--- src/rtl/wb_pkg.sv ---
package wb_pkg;
  typedef struct packed {
    logic fill;
    logic commit;
    logic rd_lo;
    logic rd_hi;
    logic rd_other;
  } wb_ops_t;
endpackage

--- src/rtl/wb_decode.sv ---
module wb_decode #(
  parameter int ADDR_W = 4,
  parameter logic [ADDR_W-1:0] LO_ADDR = 4,
  parameter logic [ADDR_W-1:0] HI_ADDR = 5
) (
  input  logic              clk,
  input  logic              rst,
  input  logic              mode_lo_first,
  input  logic [ADDR_W-1:0] addr,
  input  logic              wr,
  input  logic              rd,
  output wb_pkg::wb_ops_t   ops
);
  logic hit_lo, hit_hi, wr_lo, wr_hi, rd_ok;

  assign hit_lo = (addr == LO_ADDR);
  assign hit_hi = (addr == HI_ADDR);
  assign wr_lo  = wr && hit_lo;
  assign wr_hi  = wr && hit_hi;
  assign rd_ok  = rd && !wr;

  always_comb begin
    ops.fill     = mode_lo_first ? wr_lo : wr_hi;
    ops.commit   = mode_lo_first ? wr_hi : wr_lo;
    ops.rd_lo    = rd_ok && hit_lo;
    ops.rd_hi    = rd_ok && hit_hi;
    ops.rd_other = rd_ok && !hit_lo && !hit_hi;
  end


  ops_exclusive_chk: assert property (@(posedge clk) disable iff (rst)
    $onehot0({ops.fill, ops.commit, ops.rd_lo, ops.rd_hi, ops.rd_other}));
endmodule

--- src/rtl/wb_staging.sv ---
module wb_staging #(
  parameter int DATA_W = 8
) (
  input  logic              clk,
  input  logic              rst,
  input  logic              fill,
  input  logic              capture,
  input  logic [DATA_W-1:0] wbyte,
  input  logic [DATA_W-1:0] live_hi,
  output logic [DATA_W-1:0] stage
);
  always_ff @(posedge clk) begin
    if (rst)          stage <= '0;
    else if (capture) stage <= live_hi;
    else if (fill)    stage <= wbyte;
  end


  fill_load_chk: assert property (@(posedge clk) disable iff (rst)
    (!$past(rst) && $past(fill)) |-> stage == $past(wbyte));

  capture_load_chk: assert property (@(posedge clk) disable iff (rst)
    (!$past(rst) && $past(capture)) |-> stage == $past(live_hi));
endmodule

--- src/rtl/wb_counter.sv ---
module wb_counter #(
  parameter int REG_W = 16
) (
  input  logic             clk,
  input  logic             rst,
  input  logic             commit,
  input  logic [REG_W-1:0] commit_val,
  output logic [REG_W-1:0] cnt
);
  always_ff @(posedge clk) begin
    if (rst)         cnt <= '0;
    else if (commit) cnt <= commit_val;
    else             cnt <= cnt + 1'b1;
  end


  count_step_chk: assert property (@(posedge clk) disable iff (rst)
    (!$past(rst) && !$past(commit)) |-> cnt == $past(cnt) + 1'b1);

  commit_wins_chk: assert property (@(posedge clk) disable iff (rst)
    (!$past(rst) && $past(commit)) |-> cnt == $past(commit_val));
endmodule

--- src/rtl/wordreg_bridge.sv ---
module wordreg_bridge #(
  parameter int DATA_W = 8,
  parameter int ADDR_W = 4,
  parameter logic [ADDR_W-1:0] LO_ADDR = 4,
  parameter logic [ADDR_W-1:0] HI_ADDR = 5
) (
  input  logic                clk,
  input  logic                rst,
  input  logic                lo_first,
  input  logic [ADDR_W-1:0]   bus_addr,
  input  logic [DATA_W-1:0]   bus_wdata,
  input  logic                bus_wr,
  input  logic                bus_rd,
  output logic [DATA_W-1:0]   bus_rdata,
  output logic [2*DATA_W-1:0] cnt_out
);
  localparam int REG_W = 2 * DATA_W;

  logic              mode_q;
  wb_pkg::wb_ops_t   ops;
  logic [DATA_W-1:0] stage;
  logic [REG_W-1:0]  cnt;
  logic [REG_W-1:0]  commit_val;

  always_ff @(posedge clk) begin
    if (rst) mode_q <= lo_first;
  end

  wb_decode #(.ADDR_W(ADDR_W), .LO_ADDR(LO_ADDR), .HI_ADDR(HI_ADDR)) u_dec (
    .clk(clk), .rst(rst), .mode_lo_first(mode_q), .addr(bus_addr),
    .wr(bus_wr), .rd(bus_rd), .ops(ops));

  wb_staging #(.DATA_W(DATA_W)) u_stage (
    .clk(clk), .rst(rst), .fill(ops.fill), .capture(ops.rd_lo),
    .wbyte(bus_wdata), .live_hi(cnt[REG_W-1:DATA_W]), .stage(stage));

  assign commit_val = mode_q ? {bus_wdata, stage} : {stage, bus_wdata};

  wb_counter #(.REG_W(REG_W)) u_cnt (
    .clk(clk), .rst(rst), .commit(ops.commit), .commit_val(commit_val), .cnt(cnt));

  always_ff @(posedge clk) begin
    if (rst)               bus_rdata <= '0;
    else if (ops.rd_lo)    bus_rdata <= cnt[DATA_W-1:0];
    else if (ops.rd_hi)    bus_rdata <= stage;
    else if (ops.rd_other) bus_rdata <= '0;
  end

  assign cnt_out = cnt;


  rd_lo_data_chk: assert property (@(posedge clk) disable iff (rst)
    (!$past(rst) && $past(ops.rd_lo)) |-> bus_rdata == $past(cnt[DATA_W-1:0]));

  rd_hi_data_chk: assert property (@(posedge clk) disable iff (rst)
    (!$past(rst) && $past(ops.rd_hi)) |-> bus_rdata == $past(stage));

  mode_hold_chk: assert property (@(posedge clk) disable iff (rst)
    !$past(rst) |-> $stable(mode_q));

  wr_blocks_rd_chk: assert property (@(posedge clk) disable iff (rst)
    (!$past(rst) && $past(bus_wr)) |-> $stable(bus_rdata));
endmodule

--- config.mk ---
export PLATFORM = sky130hd
export DESIGN_NAME = wordreg_bridge
export DESIGN_NICKNAME = d
export VERILOG_FILES = /design/src/rtl/wb_pkg.sv /design/src/rtl/wb_decode.sv /design/src/rtl/wb_staging.sv /design/src/rtl/wb_counter.sv /design/src/rtl/wordreg_bridge.sv
export SDC_FILE = /design/constraint.sdc
export NUM_CORES = 1
export LEC_CHECK = 0
export BUFFER_PORTS_ARGS = -buffer_cell sky130_fd_sc_hd__clkbuf_2
export CORE_MARGIN = 2
export CORE_UTILIZATION = 50
export CTS_CLUSTER_DIAMETER = 40
export DETAILED_ROUTE_END_ITERATION = 16
export GPL_TIMING_DRIVEN = 0
export PLACE_DENSITY = 0.76
export SYNTH_ARGS = -nofsm -noshare
export SYNTH_HDL_FRONTEND = slang
export SYNTH_SLANG_ARGS = --single-unit
export TNS_END_PERCENT = 10
--- constraint.sdc ---
create_clock -name clk -period 2.14 [get_ports clk]
set_clock_uncertainty 0.2 [all_clocks]
set_input_delay 0.321 -clock clk [delete_from_list [all_inputs] [get_ports clk]]
set_output_delay 0.321 -clock clk [all_outputs]
set_load 0.02 [all_outputs]
==> results.txt <==
The run finished with clean final reports. After clock tree synthesis, the clock-pin slew on the worst setup and hold paths is 0.11 ns. Counting instances, the worst hold path has a depth of 2.

The number of buffers on the longest clock path was 2. In this run, the number of DRC markers left after iteration 0 of detailed routing was 109. The max capacitance violation total is 0. For this configuration, the core starts out at a cell density of 52.9%. The run gives 27 as the post-synthesis cell type count. The worst register-to-register path begins at u_cnt.cnt[2]. The routed layout has 1727 vias. For the pin with the worst max-slew slack, the measured transition is 0.620 ns. The area of the multi-input gates was 1060 um^2.

Dividing the synthesized area by the synthesized cell count gives 8.94 um^2. Post-synthesis share of cell area spent on xor and xnor gates: 7.27%. Counting instances in the post-synthesis netlist gives the leading cell types as a211oi_1 (36), dfxtp_1 (32), nor2_1 (20). The overall routing resource usage was 24.6%; the worst max-slew margin expressed relative to the limit was 58.7%.

The number of register bits inferred by synthesis was 33; the required arrival time at the worst endpoint was 2.19 ns. The largest single stage delay on the critical path is 0.54 ns. Setup violations remaining at the end of the flow were counted as 0. The number of enable-type register cells in the synthesized netlist was 1.

The type of the worst setup path was reg2reg. In this run the remaining antenna-violating nets after routing total 0. The area of the mapped netlist came out at 1810 um^2. Dividing total power by cell area gives a power density of 564 nW/um^2. TritonCTS built the clock tree. Area of all sequential standard cells: 671 um^2. Along the worst path, the maximum fanout reaches 7. The leakage power came out at 0.782 nW. Setup repair after global routing left no endpoint under its margin. The number of antenna violations at the first check in global routing is 0. For this block, the routed nets add up to 4740 um of wire.

By area the synthesized netlist is led by dfxtp_1 (35%), a211oi_1 (15%), mux2i_1 (9.4%). Of the cells placed in the final design, the portion with a size suffix greater than 1 is 22.4%. The number of buffers and inverters on the critical path is 0.

Summed over all nets, the half-perimeter wirelength after detailed placement is 3260 um. Before antenna repair, the detailed router went through 4 iterations. The startpoint identified for the worst hold timing path is rst.

After detailed routing, the average wire length per cell comes to 16.0 um. The adder-cell area share of the yosys netlist was 0.693%. Category of the worst setup path capture point: a register. Post-place setup slack: 0.0804 ns. The tools report the endpoint of the worst-slack reg-to-reg timing path as u_cnt.cnt[15].

For this design, the slowest cell found on the critical path is nor4_1. The count of buffers added on input and output ports is 39. For this run the aggregate overflow at the end of global routing stands at 0. From bottom edge to top edge, the die measures 64.1 um. The maximum level of the CTS H-tree was 2; the post-synthesis compound-gate area fraction was 19.9%. The run gives 0 as the final hold violation count. Type of element launching the critical path: a register. VDD sags by at most 0.382 mV. After Yosys synthesis, and, or, nand and nor cells account for 20.5% of the synthesized area. For the worst reg-to-reg setup slack, the log shows 0.11 ns.

For the final cell utilization of the core, the log shows 62.4%. In this run, CTS created clock tree buffers numbering 5. The worst hold-check path type was in2reg.

The logs give 202 for the synthesized netlist cell count and 337 for the filler cell count in the final layout. The floorplan step defined a core boundary enclosing 3420 um^2. The die covers 4110 um^2. Walking the worst path, the cells encountered are nand4_1, nor4_1, xnor2_1, a211oi_1.

The antenna diode count came out at 0. Entering global routing, the biggest net connects 11 pins. The number of max-slew violations in the final report was 0; the count of synthesis-stage warnings from yosys was 0.

The worst path arrival time came out at 2.08 ns. The chip width was 64.1 um; the maximum clock frequency was 492 MHz. Broken down by cell family, the worst path's largest delay share belongs to simple AND/OR/NAND/NOR gates. The first-pass GRT wire length was 7780 um.

The portion of synthesized area spent on multiplexers is 9.42%. The final critical path takes up 95.1% of the cycle. After synthesis, the share of flip-flops with an asynchronous set or reset is 0%.

Pin placement for this block handled 41 I/O pins. After layout, the worst setup slack is 0.106 ns. Routability-driven placement finished with a final weighted congestion of 0.873. The tools report the via count of the first global-routing pass as 1641. dfxtp_1 takes more of the synthesized area than any other cell.

Relative to the synthesized area, the layout overhead comes to 18.0%. The worst path in the final design needs a cycle of 2.03 ns, including I/O delays and setup. For this run, the post-layout net count is 267. The worst reg2reg path depth came out at 4.

The largest family of logic cells by synthesized area is simple AND/OR/NAND/NOR gates. Most common flop cell mapped by yosys: dfxtp_1. The post-route DRC violation count was 0. The area share of the largest cell type after synthesis was 35.5%. Clock tree synthesis found a total of 33 sinks. The net count after synthesis is 220. The initialized floorplan defines 21 standard-cell rows. The tools report the setup TNS as 0 ns.

Yosys instantiated no cell more often than a211oi_1. Post-CTS setup-driven buffer insertion count: 0. Sequential cells were found to cover 37.1% of the synthesized design area.

The clock latency of the later-clocked register in the worst-skew pair is 0.34 ns. The hold-critical path endpoint was u_cnt.cnt[2]. Dividing the detail-routed via count by the number of cells gives 5.83. CTS placed an instance of clkbuf_4 at the clock tree root.
[cells in the final DEF, fill, tap and decap left out, drive strengths merged, types with 3 or more instances in the layout]
cell	netlist	routed
clkbuf	11	58
a211oi	38	38
dfxtp	32	32
nor2	20	20
mux2i	17	17
nor2b	15	15
xnor2	14	14
nor3	11	11
a21oi	9	9
nand3	6	6
nand4	5	5
nor4	4	4
buf	4	4
inv	3	3
nand2	3	3
[logic make-up after synthesis]
kind of cell | Yosys count
XOR/XNOR | 15
AND/OR/NAND/NOR | 70
buffers and inverters | 18
flip-flops | 33
AO/OA/AOI/OAI | 48
multiplexers | 17
adder cells (fa/ha/maj) | 1
[metrics by stage]
step           area (um^2)  total power [mW]  instances  hold WS [ns]
2_1_floorplan         1810             0.793        202         0.194
3_3_place_gp          2060             0.854        287         0.271
3_5_place_dp          2060             0.857        287         0.277
4_1_cts               2120              1.19        296        0.0147
5_1_grt               2130              1.25        296        0.0317
6_report              2130              1.20        296        0.0205
[registers in the layout (all words and copies together) (netlist names)]
| register | count |
|---|---|
| u_stage.stage | 8 |
| bus_rdata | 8 |
| u_cnt.cnt | 16 |
| mode_q | 1 |
[worst reg2reg max path, stage by stage, from the launching register on]
cell,delay [ns]
dfxtp_1,0.49
nand4_1,0.35
nor4_1,0.54
xnor2_1,0.11
a211oi_1,0.25
[per-layer routing]
layer / GRT usage (%) / vias up / part of all wire (%)
met1: 34.4 / 804 / 47
met3: 4.05 / 5 / 7.0
met2: 37.6 / 76 / 45
li1: - / 842 / -
met4: 9.84 / 0 / 0.89
met5: 0 / - / 0
[area by class of cell]
class	instances	area share, %
timing repair buffer	40	9.62
tap	46	2.70
buffer	15	3.81
sequential	33	31.5
multi-input combinational	151	49.6
clock buffer	8	2.29
inverter	3	0.528
[power breakdown]
part	internal, mW	switching, mW	total (mW)
Combinational	0.0745	0.110	0.185
Sequential	0.637	0.0290	0.666
Clock	0.131	0.220	0.351
[worst max-delay path by stage]
stage	from	endpoint	slack, ns	cells after the start
after floorplan	bus_addr[0]	u_stage.stage[4]	0.33	7
final	u_cnt.cnt[2]	u_cnt.cnt[15]	0.11	4
after detailed placement	bus_addr[1]	u_stage.stage[5]	0.08	7
after global placement	bus_addr[1]	u_stage.stage[5]	0.1	7
after global routing	mode_q	u_cnt.cnt[11]	0.009	5
after CTS	mode_q	u_cnt.cnt[9]	0.08	5
[repair_timing]
action	CTS	global route
hold buffers	1	0
setup endpoints to repair	0	13
hold endpoints to repair	1	0
resized for setup	0	4
Power figures use the tool's default switching activity.
